--- config.mk ---
export PLATFORM = sky130hd
export DESIGN_NAME = clkdiv_bank
export DESIGN_NICKNAME = d
export VERILOG_FILES = /design/src/rtl/clkdiv_pkg.sv /design/src/rtl/clkdiv_regs.sv /design/src/rtl/clkdiv_chan.sv /design/src/rtl/clkdiv_bank.sv
export SDC_FILE = /design/constraint.sdc
export NUM_CORES = 1
export LEC_CHECK = 0
export BUFFER_PORTS_ARGS = -buffer_cell sky130_fd_sc_hd__buf_4
export CAP_MARGIN = 20
export CORE_MARGIN = 3
export CORE_UTILIZATION = 45
export DETAILED_ROUTE_END_ITERATION = 6
export GPL_TIMING_DRIVEN = 0
export PLACE_DENSITY = 0.59
export SLEW_MARGIN = 20
export SYNTH_ARGS = -nofsm -noshare
export SYNTH_HDL_FRONTEND = slang
export SYNTH_SLANG_ARGS = --single-unit
--- constraint.sdc ---
create_clock -name clk -period 5.77 [get_ports clk]
set_input_delay 0.577 -clock clk [delete_from_list [all_inputs] [get_ports clk]]
set_output_delay 0.577 -clock clk [all_outputs]
set_load 0.02 [all_outputs]
--- src/rtl/clkdiv_pkg.sv ---
// Shared constants for the divider bank: register word addresses,
// field positions and the unlock key. Assumes three divisor byte lanes
// per 32-bit word.
package clkdiv_pkg;
    localparam int ADR_CTRL = 0;
    localparam int ADR_STAT = 1;
    localparam int ADR_KEY  = 2;
    localparam int ADR_DIV0 = 4;
    localparam int LD_LSB   = 0;
    localparam int ENB_LSB  = 12;
    localparam int LOCK_BIT = 12;
    localparam int LANES    = 3;
    localparam logic [31:0] UNLOCK_KEY = 32'h0000_EA68;
endpackage

--- src/rtl/clkdiv_regs.sv ---
// Register file of the divider bank: control word (load bits and
// active-low enables), key word, staged divisors and readback.
// Assumes DIV_W * LANES <= DATA_W and a synchronous active-low reset.
module clkdiv_regs
    import clkdiv_pkg::*;
#(
    parameter int NUM_CH = 6,
    parameter int DIV_W  = 8,
    parameter int ADDR_W = 3,
    parameter int DATA_W = 32
) (
    input  logic                    clk,
    input  logic                    rst_n,
    input  logic                    wr_en,
    input  logic [ADDR_W-1:0]       addr,
    input  logic [DATA_W-1:0]       wr_data,
    output logic [DATA_W-1:0]       rd_data,
    input  logic                    pll_locked,
    output logic [NUM_CH-1:0]       enb_n,
    output logic [NUM_CH*DIV_W-1:0] stage_div,
    output logic [NUM_CH-1:0]       ld_rise,
    output logic                    key_open
);
    logic [DATA_W-1:0] key_q;
    logic [NUM_CH-1:0] enb_q;
    logic [NUM_CH-1:0] ld_q;
    logic [NUM_CH-1:0] ld_prev_q;
    logic [NUM_CH-1:0][DIV_W-1:0] stage_q;
    logic wr_ctrl;
    logic wr_key;

    assign wr_ctrl  = wr_en && (addr == ADDR_W'(ADR_CTRL));
    assign wr_key   = wr_en && (addr == ADDR_W'(ADR_KEY));
    assign key_open = (key_q == DATA_W'(UNLOCK_KEY));
    assign enb_n    = enb_q;
    assign ld_rise  = ld_q & ~ld_prev_q;

    // Control word: disables reset to 1 (outputs off), load bits to 0.
    always_ff @(posedge clk) begin
        if (!rst_n) begin
            enb_q <= '1;
            ld_q  <= '0;
        end else if (wr_ctrl) begin
            enb_q <= wr_data[ENB_LSB +: NUM_CH];
            ld_q  <= wr_data[LD_LSB +: NUM_CH];
        end
    end

    // Previous load bits, used to find their 0-to-1 changes.
    always_ff @(posedge clk) begin
        if (!rst_n) ld_prev_q <= '0;
        else        ld_prev_q <= ld_q;
    end

    // Key word: any write replaces it; only the unlock value opens the bank.
    always_ff @(posedge clk) begin
        if (!rst_n)      key_q <= '0;
        else if (wr_key) key_q <= wr_data;
    end

    // Staged divisors: written per byte lane, only while the key is open.
    always_ff @(posedge clk) begin
        if (!rst_n) begin
            stage_q <= '0;
        end else if (wr_en && key_open) begin
            for (int i = 0; i < NUM_CH; i++) begin
                if (addr == ADDR_W'(ADR_DIV0 + i / LANES))
                    stage_q[i] <= wr_data[(LANES - 1 - i % LANES) * DIV_W +: DIV_W];
            end
        end
    end

    // Flatten staged divisors for the channel instances.
    always_comb begin
        for (int i = 0; i < NUM_CH; i++)
            stage_div[i*DIV_W +: DIV_W] = stage_q[i];
    end

    // Same-cycle readback multiplexer; unused addresses read as zero.
    always_comb begin
        rd_data = '0;
        if (addr == ADDR_W'(ADR_CTRL)) begin
            rd_data[ENB_LSB +: NUM_CH] = enb_q;
            rd_data[LD_LSB +: NUM_CH]  = ld_q;
        end
        if (addr == ADDR_W'(ADR_STAT))
            rd_data[LOCK_BIT] = pll_locked;
        if (addr == ADDR_W'(ADR_KEY))
            rd_data = key_q;
        for (int i = 0; i < NUM_CH; i++) begin
            if (addr == ADDR_W'(ADR_DIV0 + i / LANES))
                rd_data[(LANES - 1 - i % LANES) * DIV_W +: DIV_W] = stage_q[i];
        end
    end
endmodule

--- src/rtl/clkdiv_chan.sv ---
// One integer divider channel. The output is high for floor(N/2) source
// cycles and low for the rest, where N is the effective divisor
// (0 -> 2**DIV_W, 1 -> 2). A pending load is applied only at a period
// boundary or while the channel is stopped. Assumes run is synchronous to clk.
module clkdiv_chan #(
    parameter int DIV_W = 8
) (
    input  logic             clk,
    input  logic             rst_n,
    input  logic             run,
    input  logic             load_req,
    input  logic [DIV_W-1:0] stage,
    output logic             clk_o
);
    localparam int EFF_W = DIV_W + 1;

    logic [DIV_W-1:0] act_q;
    logic [DIV_W-1:0] cnt_q;
    logic             pend_q;
    logic             out_q;
    logic [DIV_W-1:0] sel;
    logic [DIV_W-1:0] sel_last;
    logic [DIV_W-1:0] act_last;
    logic [DIV_W-1:0] act_half;
    logic [DIV_W-1:0] cnt_inc;
    logic             boundary;

    // Effective divide ratio for a programmed divisor value.
    function automatic logic [EFF_W-1:0] eff(input logic [DIV_W-1:0] v);
        if (v == '0)
            return EFF_W'(1) << DIV_W;
        else if (v == DIV_W'(1))
            return EFF_W'(2);
        else
            return {1'b0, v};
    endfunction

    assign sel      = pend_q ? stage : act_q;
    assign sel_last = DIV_W'(eff(sel) - EFF_W'(1));
    assign act_last = DIV_W'(eff(act_q) - EFF_W'(1));
    assign act_half = DIV_W'(eff(act_q) >> 1);
    assign cnt_inc  = cnt_q + DIV_W'(1);
    assign boundary = (cnt_q >= act_last);
    assign clk_o    = out_q;

    // Counter, active divisor, pending-load flag and registered output.
    always_ff @(posedge clk) begin
        if (!rst_n) begin
            act_q  <= '0;
            cnt_q  <= '1;
            pend_q <= 1'b0;
            out_q  <= 1'b0;
        end else if (!run) begin
            act_q  <= sel;
            cnt_q  <= sel_last;
            pend_q <= load_req;
            out_q  <= 1'b0;
        end else if (boundary) begin
            act_q  <= sel;
            cnt_q  <= '0;
            pend_q <= load_req;
            out_q  <= 1'b1;
        end else begin
            cnt_q  <= cnt_inc;
            pend_q <= pend_q | load_req;
            out_q  <= (cnt_inc < act_half);
        end
    end
endmodule

--- src/rtl/clkdiv_bank.sv ---
// Top of the key-protected divider bank: register file plus one divider
// per channel. A channel runs only while its disable bit is 0 and the
// upstream PLL reports lock. Assumes pll_locked is synchronous to clk.
module clkdiv_bank
    import clkdiv_pkg::*;
#(
    parameter int NUM_CH = 6,
    parameter int DIV_W  = 8,
    parameter int ADDR_W = 3,
    parameter int DATA_W = 32
) (
    input  logic              clk,
    input  logic              rst_n,
    input  logic              pll_locked,
    input  logic              wr_en,
    input  logic [ADDR_W-1:0] addr,
    input  logic [DATA_W-1:0] wr_data,
    output logic [DATA_W-1:0] rd_data,
    output logic [NUM_CH-1:0] div_clk_o
);
    logic [NUM_CH-1:0]       enb_n;
    logic [NUM_CH*DIV_W-1:0] stage_div;
    logic [NUM_CH-1:0]       ld_rise;
    logic                    key_open;

    clkdiv_regs #(
        .NUM_CH(NUM_CH), .DIV_W(DIV_W), .ADDR_W(ADDR_W), .DATA_W(DATA_W)
    ) u_regs (
        .clk       (clk),
        .rst_n     (rst_n),
        .wr_en     (wr_en),
        .addr      (addr),
        .wr_data   (wr_data),
        .rd_data   (rd_data),
        .pll_locked(pll_locked),
        .enb_n     (enb_n),
        .stage_div (stage_div),
        .ld_rise   (ld_rise),
        .key_open  (key_open)
    );

    // One divider per channel, gated by its disable bit and PLL lock.
    for (genvar g = 0; g < NUM_CH; g++) begin : g_chan
        clkdiv_chan #(.DIV_W(DIV_W)) u_chan (
            .clk     (clk),
            .rst_n   (rst_n),
            .run     (~enb_n[g] & pll_locked),
            .load_req(ld_rise[g]),
            .stage   (stage_div[g*DIV_W +: DIV_W]),
            .clk_o   (div_clk_o[g])
        );
    end
endmodule

==> flow_metrics.py <==
metrics = {
    "route": {
        "drt-total-wl_um": 42800,
        "drt_iter0_drc": 856,
        "firstDrtPassIters": 5,
        "ant_nets": 0,
        "post_drt_wl_per_cell_um": 20.1,
        "vias": 12323,
        "via_per_inst": 5.77,
        "drcViolationCount": 0,
    },
    "grt": {
        "met2_usage_pct": 40.2,
        "grt_pass1_vias": 11897,
        "grt_pass1_wl_um": 66600,
        "top_usage_layer": "met2",
        "met3_usage_pct": 4.22,
        "grt_max_degree": 13,
        "grt_util_met1_pct": 35.3,
        "overflow": 0,
        "antenna_found_initial": 0,
        "track_usage_pct": 25.3,
    },
    "worst_setup_path": {
        "path_delay_family": "compound AO/OA/AOI/OAI gates",
        "critPathMaxStageDelay_ns": 0.58,
        "required_ns": 6.14,
        "cp-end-kind": "flop",
        "crit_slowest_cell": "a21boi_0",
        "crit_path_start_kind": "flop",
        "r2r_cells": 14,
        "timing.critical_path.buf_inv": 1,
        "crit_fanout": 8,
        "worstPathArrival_ns": 4.29,
        "crit_type": "flop to flop",
        "path_cells": "clkbuf_1, nor4_1, and3_1, nand2_1, a32o_1, and2_1, xnor2_1, ha_1, o21a_1, o21ai_0, a221o_1, a21boi_0, mux2i_1, nor2_1",
        "crit_cells": 14,
    },
    "synthesis": {
        "syn-num-nets": 1801,
        "synthAdderAreaFrac_pct": 12.1,
        "synthMuxAreaShare_pct": 9.62,
        "synth_area_um2": 13600,
        "synthArstFlopShare_pct": 0,
        "netlist_instances": 1630,
        "yosysSeqAreaShare_pct": 30.2,
        "synth_xor_area_share_pct": 6.81,
        "synth_compound_area_share_pct": 16.9,
        "synth_flop_cell": "dfxtp_1",
        "ys_ff_latch": 206,
        "synth_top_family_by_area": "simple AND/OR/NAND/NOR gates",
        "yosys_warnings": 0,
        "synth_edf_count": 0,
        "synth.avg_cell_area_um2": 8.36,
        "synth_cell_types": 71,
        "yosys.area_share.simple_pct": 19.3,
    },
    "timing": {
        "worst_slack_ns": 1.85,
        "clock.fmax_ghz": 0.255,
        "period_share_pct": 67.9,
        "drv_slew": 0,
        "finClkSkew_ns": 0.0156,
        "fin_tns_setup_ns": 0,
        "worst_slew_pin_slew_ns": 1.08,
        "slew_headroom_pct": 28.2,
        "hold_violations": 0,
        "setup_viol": 0,
        "fin_crit_ns": 3.92,
        "rsz0062_at_grt": "no",
    },
    "status": {
        "outcome": "completed",
    },
    "power": {
        "clockPowerShare_pct": 41.5,
        "power_frac_comb_pct": 17.9,
        "power_leakage_nw": 6.22,
        "powerDensity_nw_per_um2": 235,
        "power.internal_mw": 2.60,
        "p_sw_mw": 1.03,
        "peakVddDrop_v": 0.000222,
        "swShare_pct": 28.4,
        "power_frac_seq_pct": 40.6,
    },
    "floorplan": {
        "chipHeight_um": 180,
        "rows": 63,
        "start_util_pct": 45.9,
        "die-area_um2": 32400,
        "coreArea_um2": 29700,
        "dieWidth_um": 180,
        "ios": 77,
    },
    "clock_network": {
        "htreeDepth": 1,
        "cts_resized": 0,
        "cts_tree": "done",
        "clk-insertion-delay-late_ns": 0.52,
        "cts-root-buf": "clkbuf_16",
        "clock-sinks": 206,
        "numCtsBuffers": 25,
        "cts_setup_buffers": 0,
        "holdBufCountCts": 0,
        "clk_pin_slew_worst_paths_ns": 0.06,
        "clock_path_buffers": 3,
    },
    "cells_and_area": {
        "multi_input_area_um2": 8820,
        "areaGrowthSynthToFinish_pct": 13.4,
        "final_common_cell": "dfxtp_1",
        "fin_area_um2": 15500,
        "n_fill_cell": 2844,
        "final_cell_mix": "dfxtp_1 (206), nand2_1 (162), ha_1 (132), mux2i_1 (131), nor2_1 (126)",
        "layout-drive-gt1-share_pct": 8.25,
        "final-seq-area_um2": 4120,
        "n_antenna_cell": 0,
        "layout.nets": 1904,
    },
    "placed_design": {
        "port_buffers": 76,
        "dp_hpwl_um": 32900,
        "place_area_um2": 14700,
        "dp_slack_ns": 1.89,
        "gp_congestion": 0.905,
    },
    "worst_hold_path": {
        "hold_depth": 3,
        "hold_path.class": "primary input to flop",
    },
    "job": {
        "cap_violations": 0,
    },
}
power groups by stage:
| stage | clock network [mW] | logic (mW) | registers, mW |
|---|---|---|---|
| 6_report | 1.51 | 0.650 | 1.47 |
| 3_5_place_dp | 0 | 0.642 | 1.50 |
| 3_3_place_gp | 0 | 0.633 | 1.50 |
| 2_1_floorplan | 0 | 0.450 | 1.49 |
| 4_1_cts | 1.52 | 0.645 | 1.47 |
| 5_1_grt | 1.58 | 0.722 | 1.48 |
kinds of logic after synthesis:
family	after synthesis
AOI/OAI and AO/OA	346
xor gates and xnor gates	106
adders and majority gates	132
buffers and inverters	166
DFF	206
muxes	131
and+or+nand+nor	543
synth_stat cells (all sizes together), types with 8 or more instances:
library cell,number,area (um^2)
a21o,21,158
and3,26,163
xnor2,77,674
nand4,23,144
a22oi,9,67.6
nor3,34,175
a211oi,31,233
a21oi,82,410
dfxtp,206,4120
o21a,8,60.1
mux2i,131,1310
clkbuf,63,236
and2,24,150
nand3,77,385
a31oi,16,100
xor2,29,254
inv,78,293
o31ai,16,120
nand2b,9,56.3
o211ai,24,180
nand2,162,608
ha,132,1650
nor2,126,473
buf,24,154
nor4,15,124
o22ai,10,62.6
or3,13,81.3
o21ai,69,345
per-stage QoR:
stage / power (mW) / utilization [%] / hold slack (ns) / std cells
finish: 3.63 / 52.0 / 0.304 / 2135
global route: 3.78 / 52.0 / 0.309 / 2135
CTS: 3.64 / 52.0 / 0.292 / 2135
detailed placement: 2.15 / 49.4 / 0.460 / 2096
global placement: 2.14 / 49.4 / 0.456 / 2096
floorplan: 1.95 / - / 0.443 / 1630
state kept, by name (all words and copies together), names as in the netlist:
signal,count
g_chan.u_chan.act_q,48
g_chan.u_chan.cnt_q,48
u_regs.stage_div,48
u_regs.key_q,32
g_chan.u_chan.clk_o,6
g_chan.u_chan.pend_q,6
u_regs.enb_n,6
u_regs.ld_prev_q,6
u_regs.ld_q,6
per-layer routing:
metal,wire length (um),vias to the layer above
li1,-,6065
met1,20100,5856
met2,19000,331
met3,2410,71
met4,1360,0
met5,0,-
worst register-to-register path: cells and delay by family, from the launching register on:
kind	cells	cell delay (ns)
muxes	1	0.27
xor gates and xnor gates	1	0.12
AOI/OAI and AO/OA	5	1.48
DFF	1	0.29
adders and majority gates	1	0.28
buffers and inverters	1	0.22
and+or+nand+nor	5	1.10
path summary, 6_finish.rpt:
kind / startpoint / endpoint / slack, ns
setup / recovery: g_chan[4].u_chan.act_q[2] / g_chan[4].u_chan.act_q[2] / 1.85
hold / removal: wr_data[24] / u_regs.key_q[24] / 0.30
setup reg to reg: g_chan[4].u_chan.act_q[2] / g_chan[4].u_chan.act_q[2] / 1.85
hold reg to reg: u_regs.key_q[27] / u_regs.key_q[27] / 0.47
layout make-up:
class                      count  area share (%)
tap                          390            3.16
clock buffer                  34            4.59
sequential                   206            26.7
buffer                        87            2.53
multi-input combinational   1258            57.1
clock inverter                 5           0.364
inverter                      79            1.92
timing repair buffer          76            3.69
(Power assumes the default switching activity.)
